$ cat src/rtl/dmarb_pkg.sv
package dmarb_pkg;
  localparam int REG_W = 32;

  typedef enum logic [2:0] {
    SEL_SRC  = 3'd0,
    SEL_DST  = 3'd1,
    SEL_LINK = 3'd2,
    SEL_CTRL = 3'd3,
    SEL_CFG  = 3'd4
  } chsel_e;

  localparam int CFG_EN_BIT      = 0;
  localparam int CFG_ERRMASK_BIT = 14;
  localparam int CFG_TCMASK_BIT  = 15;

  localparam logic [5:0] GW_STAT    = 6'd0;
  localparam logic [5:0] GW_TCSTAT  = 6'd1;
  localparam logic [5:0] GW_TCCLR   = 6'd2;
  localparam logic [5:0] GW_ERRSTAT = 6'd3;
  localparam logic [5:0] GW_ERRCLR  = 6'd4;
  localparam logic [5:0] GW_TCRAW   = 6'd5;
  localparam logic [5:0] GW_ERRRAW  = 6'd6;
  localparam logic [5:0] GW_ENMAP   = 6'd7;
  localparam logic [5:0] GW_CTL     = 6'd12;
  localparam logic [5:0] GW_SYNC    = 6'd13;

  function automatic logic [7:0] id_byte(input logic [2:0] idx, input int nch);
    case (idx)
      3'd0:    id_byte = (nch == 2) ? 8'h81 : 8'h80;
      3'd1:    id_byte = 8'h10;
      3'd2:    id_byte = 8'h04;
      3'd3:    id_byte = 8'h0A;
      3'd4:    id_byte = 8'h0D;
      3'd5:    id_byte = 8'hF0;
      3'd6:    id_byte = 8'h05;
      default: id_byte = 8'hB1;
    endcase
  endfunction
endpackage

$ cat src/rtl/dmarb_decode.sv
module dmarb_decode #(
  parameter int NUM_CH = 8
) (
  input  logic [11:0] addr,
  output logic        ch_hit,
  output logic [2:0]  ch_idx,
  output logic [2:0]  ch_sel,
  output logic        glob_hit,
  output logic [5:0]  gword,
  output logic        id_hit,
  output logic [2:0]  id_idx
);
  localparam logic [3:0] NCH4 = 4'(NUM_CH);

  logic unused_lsb;
  assign unused_lsb = ^addr[1:0];

  assign ch_idx   = addr[7:5];
  assign ch_sel   = addr[4:2];
  assign ch_hit   = (addr[11:8] == 4'h1) && ({1'b0, ch_idx} < NCH4) && (ch_sel <= 3'd4);
  assign gword    = addr[7:2];
  assign glob_hit = (addr[11:8] == 4'h0);
  assign id_hit   = (addr[11:5] == 7'h7F);
  assign id_idx   = addr[4:2];
endmodule

$ cat src/rtl/dmarb_chan.sv
module dmarb_chan
  import dmarb_pkg::*;
(
  input  logic             clk,
  input  logic             rst_n,
  input  logic             wr_en,
  input  logic [2:0]       sel,
  input  logic [REG_W-1:0] wdata,
  output logic [REG_W-1:0] src,
  output logic [REG_W-1:0] dst,
  output logic [REG_W-1:0] link,
  output logic [REG_W-1:0] ctrl,
  output logic [REG_W-1:0] cfg
);
  always_ff @(posedge clk or negedge rst_n) begin
    if (!rst_n) begin
      src  <= '0;
      dst  <= '0;
      link <= '0;
      ctrl <= '0;
      cfg  <= '0;
    end else if (wr_en) begin
      case (sel)
        SEL_SRC:  src  <= wdata;
        SEL_DST:  dst  <= wdata;
        SEL_LINK: link <= wdata;
        SEL_CTRL: ctrl <= wdata;
        SEL_CFG:  cfg  <= wdata;
        default:  ;
      endcase
    end
  end

  // without a qualified write the slot keeps every word
  a_r2_slot_quiet: assert property (@(posedge clk) disable iff (!rst_n)
    !wr_en |=> $stable({src, dst, link, ctrl, cfg}));

  // a qualified write lands in the selected word
  a_r1_src_write: assert property (@(posedge clk) disable iff (!rst_n)
    (wr_en && sel == SEL_SRC) |=> (src == $past(wdata)));
endmodule

$ cat src/rtl/dmarb_irq.sv
module dmarb_irq #(
  parameter int NUM_CH = 8
) (
  input  logic              clk,
  input  logic              rst_n,
  input  logic [NUM_CH-1:0] tc_set,
  input  logic [NUM_CH-1:0] err_set,
  input  logic              tc_clr_we,
  input  logic              err_clr_we,
  input  logic [NUM_CH-1:0] clr_val,
  input  logic [NUM_CH-1:0] tc_mask,
  input  logic [NUM_CH-1:0] err_mask,
  output logic [NUM_CH-1:0] raw_tc,
  output logic [NUM_CH-1:0] raw_err,
  output logic              irq_tc,
  output logic              irq_err,
  output logic              irq_any
);
  logic [NUM_CH-1:0] tc_clr, err_clr;

  assign tc_clr  = tc_clr_we  ? clr_val : '0;
  assign err_clr = err_clr_we ? clr_val : '0;

  always_ff @(posedge clk or negedge rst_n) begin
    if (!rst_n) begin
      raw_tc  <= '0;
      raw_err <= '0;
    end else begin
      raw_tc  <= (raw_tc  & ~tc_clr)  | tc_set;
      raw_err <= (raw_err & ~err_clr) | err_set;
    end
  end

  assign irq_tc  = |(raw_tc & tc_mask);
  assign irq_err = |(raw_err & err_mask);
  assign irq_any = irq_tc | irq_err;

  // a set pulse is captured
  a_r3_tc_capture: assert property (@(posedge clk) disable iff (!rst_n)
    (|tc_set) |=> ((raw_tc & $past(tc_set)) == $past(tc_set)));
  a_r3_err_capture: assert property (@(posedge clk) disable iff (!rst_n)
    (|err_set) |=> ((raw_err & $past(err_set)) == $past(err_set)));
  // raw bits are sticky without a clear
  a_r3_tc_sticky: assert property (@(posedge clk) disable iff (!rst_n)
    (!tc_clr_we && !(|tc_set)) |=> $stable(raw_tc));
  // a clear without competing sets empties the written bits
  a_r4_tc_clear: assert property (@(posedge clk) disable iff (!rst_n)
    (tc_clr_we && !(|tc_set)) |=> ((raw_tc & $past(clr_val)) == '0));
  a_r4_err_clear: assert property (@(posedge clk) disable iff (!rst_n)
    (err_clr_we && !(|err_set)) |=> ((raw_err & $past(clr_val)) == '0));
endmodule

$ cat src/rtl/dma_regbank.sv
module dma_regbank
  import dmarb_pkg::*;
#(
  parameter int NUM_CH = 8
) (
  input  logic                    clk,
  input  logic                    rst_n,
  input  logic [11:0]             bus_addr,
  input  logic [31:0]             bus_wdata,
  input  logic                    bus_we,
  input  logic                    bus_re,
  output logic [31:0]             bus_rdata,
  input  logic [NUM_CH-1:0]       tc_set,
  input  logic [NUM_CH-1:0]       err_set,
  output logic [NUM_CH*REG_W-1:0] chan_src,
  output logic [NUM_CH*REG_W-1:0] chan_dst,
  output logic [NUM_CH*REG_W-1:0] chan_link,
  output logic [NUM_CH*REG_W-1:0] chan_ctrl,
  output logic [NUM_CH*REG_W-1:0] chan_cfg,
  output logic                    ctl_enable,
  output logic                    irq_tc,
  output logic                    irq_err,
  output logic                    irq_any
);
  localparam int PAD_W = REG_W - NUM_CH;

  logic        ch_hit, glob_hit, id_hit;
  logic [2:0]  ch_idx, ch_sel, id_idx;
  logic [5:0]  gword;

  logic [REG_W-1:0] src_q  [NUM_CH];
  logic [REG_W-1:0] dst_q  [NUM_CH];
  logic [REG_W-1:0] link_q [NUM_CH];
  logic [REG_W-1:0] ctrl_q [NUM_CH];
  logic [REG_W-1:0] cfg_q  [NUM_CH];

  logic [NUM_CH-1:0] tc_mask, err_mask, en_map, raw_tc, raw_err;
  logic [REG_W-1:0]  gcfg_q, sync_q, rd_next;

  dmarb_decode #(.NUM_CH(NUM_CH)) u_dec (
    .addr     (bus_addr),
    .ch_hit   (ch_hit),
    .ch_idx   (ch_idx),
    .ch_sel   (ch_sel),
    .glob_hit (glob_hit),
    .gword    (gword),
    .id_hit   (id_hit),
    .id_idx   (id_idx)
  );

  for (genvar c = 0; c < NUM_CH; c++) begin : g_ch
    logic we_c;
    assign we_c = bus_we && ch_hit && (ch_idx == 3'(c));

    dmarb_chan u_chan (
      .clk   (clk),
      .rst_n (rst_n),
      .wr_en (we_c),
      .sel   (ch_sel),
      .wdata (bus_wdata),
      .src   (src_q[c]),
      .dst   (dst_q[c]),
      .link  (link_q[c]),
      .ctrl  (ctrl_q[c]),
      .cfg   (cfg_q[c])
    );

    assign chan_src [c*REG_W +: REG_W] = src_q[c];
    assign chan_dst [c*REG_W +: REG_W] = dst_q[c];
    assign chan_link[c*REG_W +: REG_W] = link_q[c];
    assign chan_ctrl[c*REG_W +: REG_W] = ctrl_q[c];
    assign chan_cfg [c*REG_W +: REG_W] = cfg_q[c];
    assign tc_mask[c]  = cfg_q[c][CFG_TCMASK_BIT];
    assign err_mask[c] = cfg_q[c][CFG_ERRMASK_BIT];
    assign en_map[c]   = cfg_q[c][CFG_EN_BIT];
  end

  dmarb_irq #(.NUM_CH(NUM_CH)) u_irq (
    .clk        (clk),
    .rst_n      (rst_n),
    .tc_set     (tc_set),
    .err_set    (err_set),
    .tc_clr_we  (bus_we && glob_hit && gword == GW_TCCLR),
    .err_clr_we (bus_we && glob_hit && gword == GW_ERRCLR),
    .clr_val    (bus_wdata[NUM_CH-1:0]),
    .tc_mask    (tc_mask),
    .err_mask   (err_mask),
    .raw_tc     (raw_tc),
    .raw_err    (raw_err),
    .irq_tc     (irq_tc),
    .irq_err    (irq_err),
    .irq_any    (irq_any)
  );

  always_ff @(posedge clk or negedge rst_n) begin
    if (!rst_n) begin
      gcfg_q <= '0;
      sync_q <= '0;
    end else if (bus_we && glob_hit) begin
      if (gword == GW_CTL)  gcfg_q <= bus_wdata;
      if (gword == GW_SYNC) sync_q <= bus_wdata;
    end
  end

  assign ctl_enable = gcfg_q[0];

  always_comb begin
    rd_next = '0;
    if (ch_hit) begin
      for (int c = 0; c < NUM_CH; c++) begin
        if (ch_idx == 3'(c)) begin
          case (ch_sel)
            SEL_SRC:  rd_next = src_q[c];
            SEL_DST:  rd_next = dst_q[c];
            SEL_LINK: rd_next = link_q[c];
            SEL_CTRL: rd_next = ctrl_q[c];
            SEL_CFG:  rd_next = cfg_q[c];
            default:  rd_next = '0;
          endcase
        end
      end
    end else if (glob_hit) begin
      case (gword)
        GW_STAT:    rd_next = {{PAD_W{1'b0}}, (raw_tc & tc_mask) | (raw_err & err_mask)};
        GW_TCSTAT:  rd_next = {{PAD_W{1'b0}}, raw_tc & tc_mask};
        GW_ERRSTAT: rd_next = {{PAD_W{1'b0}}, raw_err & err_mask};
        GW_TCRAW:   rd_next = {{PAD_W{1'b0}}, raw_tc};
        GW_ERRRAW:  rd_next = {{PAD_W{1'b0}}, raw_err};
        GW_ENMAP:   rd_next = {{PAD_W{1'b0}}, en_map};
        GW_CTL:     rd_next = gcfg_q;
        GW_SYNC:    rd_next = sync_q;
        default:    rd_next = '0;
      endcase
    end else if (id_hit) begin
      rd_next = {24'd0, id_byte(id_idx, NUM_CH)};
    end
  end

  always_ff @(posedge clk or negedge rst_n) begin
    if (!rst_n)      bus_rdata <= '0;
    else if (bus_re) bus_rdata <= rd_next;
  end

  // read data holds between reads
  a_r10_rdata_hold: assert property (@(posedge clk) disable iff (!rst_n)
    !bus_re |=> $stable(bus_rdata));
  // the TC line needs at least one channel with its TC mask set
  a_r5_tc_needs_mask: assert property (@(posedge clk) disable iff (!rst_n)
    irq_tc |-> (|tc_mask));
  // the enable output follows a write to the configuration word
  a_r9_enable_write: assert property (@(posedge clk) disable iff (!rst_n)
    (bus_we && glob_hit && gword == GW_CTL) |=> (ctl_enable == $past(bus_wdata[0])));
endmodule

$ cat config.mk
export PLATFORM = sky130hd
export DESIGN_NAME = dma_regbank
export DESIGN_NICKNAME = d
export VERILOG_FILES = /design/src/rtl/dmarb_pkg.sv /design/src/rtl/dmarb_decode.sv /design/src/rtl/dmarb_chan.sv /design/src/rtl/dmarb_irq.sv /design/src/rtl/dma_regbank.sv
export SDC_FILE = /design/constraint.sdc
export NUM_CORES = 2
export LEC_CHECK = 0
export ABC_AREA = 1
export BUFFER_PORTS_ARGS = -buffer_cell sky130_fd_sc_hd__buf_2
export CORE_AREA = 4 4 541 543
export CTS_CLUSTER_SIZE = 20
export DETAILED_ROUTE_END_ITERATION = 12
export DIE_AREA = 0 0 545 547
export PLACE_DENSITY_LB_ADDON = 0.3
export SLEW_MARGIN = 20
export SYNTH_ARGS = -nofsm -noshare
export SYNTH_HDL_FRONTEND = slang
export SYNTH_SLANG_ARGS = --single-unit
$ cat constraint.sdc
create_clock -name clk -period 1.4 [get_ports clk]
set_input_delay 0.14 -clock clk [delete_from_list [all_inputs] [get_ports clk]]
set_output_delay 0.14 -clock clk [all_outputs]
set_load 0.1 [all_outputs]
* Word level (Yosys, flattened, before mapping)
Index checks and enable logic that the tools add are counted.
W data, S select, Z words.
** Cells by class
- Add/subtract/negate cells :: 0
- $mul :: 0
- Divide/modulo/power cells :: 0
- $lt $le $gt $ge :: 1
- Equality and inequality tests :: 24
- Shift operators :: 0
- Multiplexer cells :: 23
- Bitwise gates (word level) :: 10
- Reduce and logical (&&, ||, !) cells :: 61
** Operators by type and width (number)
- $pmux W32 S5 :: 8
- $mux W32 :: 10
- $pmux W32 S8 :: 1
- $reduce_and A2 Y1 :: 42
- $pmux W8 S7 :: 1
- $and A8 B8 Y8 :: 4
- $eq A6 B3 Y1 const B :: 4
- $mux W8 :: 3
- $or A8 B8 Y8 :: 3
- $eq A3 B3 Y1 const B :: 7
- $not A8 Y8 :: 2
- $reduce_or A8 Y1 :: 2
- $logic_and A1 B1 Y1 :: 13
- $eq A3 B2 Y1 const B :: 4
- $eq A6 B2 Y1 const B :: 2
- $eq A6 B4 Y1 const B :: 2
- $eq A7 B7 Y1 const B :: 1
- $eq A3 B1 Y1 const B :: 2
- $eq A6 B1 Y1 const B :: 1
- $logic_not A3 Y1 :: 2
- $logic_not A6 Y1 :: 1
- $eq A4 B1 Y1 const B :: 1
- $logic_not A4 Y1 :: 1
- $le A3 B3 Y1 const B :: 1
- $or A1 B1 Y1 :: 1
** Word-level totals
- Register bits :: 1392
- Latch bits :: 0
- Bits in writable memories :: 0
- Memory bits (read-only) :: 0
- Input bits :: 64
- Output and inout bits :: 1316
- Word-level logic and storage cells :: 164
- Memories kept :: 0

* Depth between registers and ports, before layout
- Depth in word-level cells :: 11
- Depth in mapped cells :: 16
- Gate-level depth less buffers :: 14

* By module
Synthesis repeated with hierarchy kept, for this count alone.
** Unflattened totals
- Cells, all modules :: 8817
- Area, all modules :: 66837.9 um^2
** Modules (own cells, without submodules)
- dmarb_chan :: instances 8, cells an instance 703, area an instance 6289.8 um^2
- dma_regbank :: instances 1, cells an instance 3070, area an instance 15583.7 um^2
- dmarb_irq :: instances 1, cells an instance 91, area an instance 753.2 um^2
- dmarb_decode :: instances 1, cells an instance 32, area an instance 182.7 um^2

* Worst setup path after synthesis
OpenSTA, ideal clock, no wires.
- Kind :: register to output
- Start :: register g_ch[0].u_chan.cfg[15]
- End :: output port irq_any
- Arrival time :: 2214 ps
- Setup slack :: -954 ps
- Cell stages (with the launch flop) :: 5
- Path through :: dfrtp_1 > nand2_1 > nand2_1 > a221oi_1 > nand4_1
** Between the ends
- Cells in the longest elaborated chain, start to end :: 3
** RTL lines
- start: declaration :: RTL line dmarb_chan.sv:13 : output logic [REG_W-1:0] cfg
- start signal: assignment :: RTL line dmarb_chan.sv:28 : SEL_CFG: cfg <= wdata;
- $and A8 B8 Y8 :: RTL line dmarb_irq.sv:34 : assign irq_tc = |(raw_tc & tc_mask);
- $reduce_or A8 Y1 :: RTL line dmarb_irq.sv:34
- $or A1 B1 Y1 :: RTL line dmarb_irq.sv:36 : assign irq_any = irq_tc | irq_err;
- end: declaration :: RTL line dma_regbank.sv:23 : output logic irq_any
Every way passes these cells.

* Worst setup path after layout
Ends and elaborated chain as after synthesis.

==> flow_summary_export.csv <==
group,metric,value,unit
power,power_density,842,nW/µm²
floorplan,die_h,547,µm
floorplan,ioPinCount,1380,
global_route,grt_pass1_vias,72300,
critical_path,crit_type,"reg2out",
place,io_buffers,1377,
cells_and_area,final_net_count,10900,
floorplan,num_rows,197,
power,ir_worst_vdd,1.04,mV
logic_synthesis,yosys.cell_count.top_type,"nand2_1",
logic_synthesis,synth.distinct_cells,32,
global_route,grt_use_total,32.4,%
critical_path,timing.rr.start,"g_ch[3].u_chan.link[5]$_DFFE_PN0P_",
critical_path,required,1.26,ns
global_route,grt_pass1_wl,660,mm
route,drcViolationCount,0,
place,hpwlAfterDp,386,mm
global_route,antenna_found_initial,40,
logic_synthesis,avgSynthCellArea,8.23,µm²
timing,setup_viol,2640,
critical_path,crit_path_start_kind,"register",
critical_path,slowest_stage,"dfrtp_4",
logic_synthesis,synth_top_cell_by_area,"dfrtp_1",
timing,fmax,0.403,GHz
critical_path,path_buf_inv,2,
critical_path,worstPathMaxFanout,2,
timing,slew_headroom,31.5,%
timing,hold_viol,19,
cts,ctsHtreeMaxLevel,4,
logic_synthesis,synth-edff-count,0,
power,leakage,57.8,nW
logic_synthesis,syn_nets,7498,
power,p_sw,30.9,mW
logic_synthesis,synthArstFlopShare,100,%
power,p_total,105,mW
cts,cts_hold_buf,52,
timing,skew,0.0884,ns
min_path,hold_depth,5,
timing,holdWs,-0.0444,ns
run_status,violations,"negative hold slack, negative setup slack",
min_path,holdCritStartpoint,"bus_addr[9]",
route,vias_per_cell,5.05,
critical_path,r2r_end,"bus_rdata[5]$_DFFE_PN0P_",
timing,drv_slew,0,
logic_synthesis,synth_cells,7434,
floorplan,start_util,21.3,%
power,switching_share,29.5,%
logic_synthesis,syn-cell-area,61200,µm²
power,combPwrFrac,14.7,%
cells_and_area,multi_input_area,26800,µm²
cells_and_area,fin_util,43.3,%
floorplan,core,288000,µm²
logic_synthesis,synth_area_leaders,"dfrtp_1, nand2_1, o21ai_1",
place,place_congestion,0.972,
cells_and_area,n_fill_cell,27000,
cts,clock-sinks,1392,
cts,path_clk_slew,0.06,ns
cts,cts_tree,"yes",
logic_synthesis,synth-seq-cells,1392,
route,dr.pass1.iters,6,
logic_synthesis,netlist_top_cells_count,"nand2_1, dfrtp_1, o21ai_1, nand3_1, o21ai_0",
place,place_ws,-1.80,ns
route,routed_wirelength,510,mm
critical_path,cpPeakStageDelay,0.49,ns
logic_synthesis,yosysSeqAreaShare,56.9,%
route,initialDrtViolationCount,8617,
cts,root_buffer,"clkbuf_16",
logic_synthesis,synth_top_area_share,56.9,%
timing,worst_pin_slew,1.02,ns
min_path,min_path_type,"in2reg",
timing,fin_crit,2.48,ns
run_status,status,"complete, but fails checks",
route,ant_nets,0,
critical_path,crit_family,"flip-flops",
timing,fin_ws,-1.08,ns
critical_path,cp-startpoint,"g_ch[0].u_chan.cfg[15]$_DFFE_PN0P_",
cts,clock_path_buffers,4,
power,seqPwrFrac,39.4,%
critical_path,path_depth,6,
critical_path,end_kind,"primary output",
floorplan,die_w,545,µm
route,num_vias,74400,
power,p_clk_share,46.0,%
logic_synthesis,synth_warnings,0,
cells_and_area,seq_area,35000,µm²
cells_and_area,drive_gt1_share,43.7,%
timing,rsz0062_at_grt,"yes",
timing,finalCritPeriodShare,177,%
floorplan,die-area,298000,µm²
critical_path,worst_ep_arrival_time,2.34,ns
logic_synthesis,ys.flop_type,"dfrtp_1",
flow_run,cap_violations,0,
global_route,grt_max_degree,93,
cells_and_area,syn2layout_area_growth,104,%
power,p_int,74.0,mW
global_route,gr-total-overflow,0,
route,post_drt_wl_per_cell,34.6,µm
min_path,min_to,"bus_rdata[13]$_DFFE_PN0P_",
critical_path,cp_cell_sequence,"buf_12, nand2_4, nand2_4, a221oi_4, nand4_1, buf_12",
cts,cts_buffers,176,
cts,clock_latency,0.87,ns
critical_path,ff2ff_setup_slack,-0.74,ns
critical_path,r2r_cells,12,
-- logic make-up after synthesis --
logic type      after synthesis  share of synthesized area (%)
buf+inv                     762                           5.07
flops                      1392                           56.9
simple gates               3564                           23.5
compound gates             1716                           14.6
-- metrics by stage --
stage | area, µm² | setup TNS, ns | std cells
final | 125000 | -825.41 | 14700
after global routing | 125000 | -924.10 | 14700
after CTS | 121000 | -748.84 | 14600
after detailed placement | 98600 | -1572.40 | 13900
after global placement | 98600 | -1534.11 | 13900
after floorplan | 62500 | -697.63 | 7434
-- repair_timing --
item                                     CTS  global route
endpoints found under the setup margin  2628          2671
resized for setup                       3603           608
setup buffers                            358            45
pin swaps                                127           194
hold endpoints to repair                2740            21
gates cloned                               1            55
-- tightest hold or removal path, delay by kind of cell --
kind / cells / cell delay (ns)
AOI/OAI and AO/OA: 1 / 0.04
buffers and inverters: 2 / 0.38
and+or+nand+nor: 2 / 0.19
-- registers in the layout, summed over array words and instances (netlist names) --
name and count:
g_ch.u_chan.cfg 256, u_irq.raw_err 8, bus_rdata 32, g_ch.u_chan.link 256
sync_q 32, u_irq.raw_tc 8, g_ch.u_chan.dst 256, gcfg_q 32
g_ch.u_chan.src 256, g_ch.u_chan.ctrl 256
-- power by group through the flow --
| stage | logic [mW] | registers, mW | clock network [mW] |
|---|---|---|---|
| after global routing | 15.7 | 41.3 | 50.3 |
| final | 15.4 | 41.3 | 48.2 |
| after global placement | 13.5 | 41.9 | 0 |
| after floorplan | 1.98 | 45.5 | 0 |
| after CTS | 15.0 | 41.2 | 48.7 |
| after detailed placement | 13.5 | 42.0 | 0 |
-- final cells by class --
class	instances	area share, %
inverters	168	0.537
clock buffers	265	4.14
well taps	3781	3.80
clock inverters	49	0.575
diodes	24	0.0482
multi-input cells	5281	21.5
flip-flops and latches	1392	28.1
repair buffers	3783	41.3
-- cell usage in the layout, fill, tap and decap left out, types with 156 or more instances in the layout --
master and n:
buf_12 1533, buf_4 1307, buf_6 773, clkbuf_16 221
dfrtp_1 1295, nand2_1 2509, nand3_1 300, nor2_1 156
o21ai_0 322, o21ai_1 1070
-- worst max-delay path by stage --
stage                                 to
3_5_place_dp   bus_rdata[18]$_DFFE_PN0P_
3_3_place_gp   bus_rdata[22]$_DFFE_PN0P_
4_1_cts                          irq_any
6_report                         irq_any
2_1_floorplan                    irq_any
5_1_grt                          irq_any
-- per-layer routing --
metal | vias to the layer above | global-route usage (%) | routed length, µm
li1 | 31400 | - | -
met1 | 37200 | 41.4 | 199000
met2 | 4773 | 46.5 | 210000
met3 | 1060 | 12.0 | 62600
met4 | 8 | 18.7 | 37800
met5 | - | 0 | 40
Power figures use the tool's default switching activity.
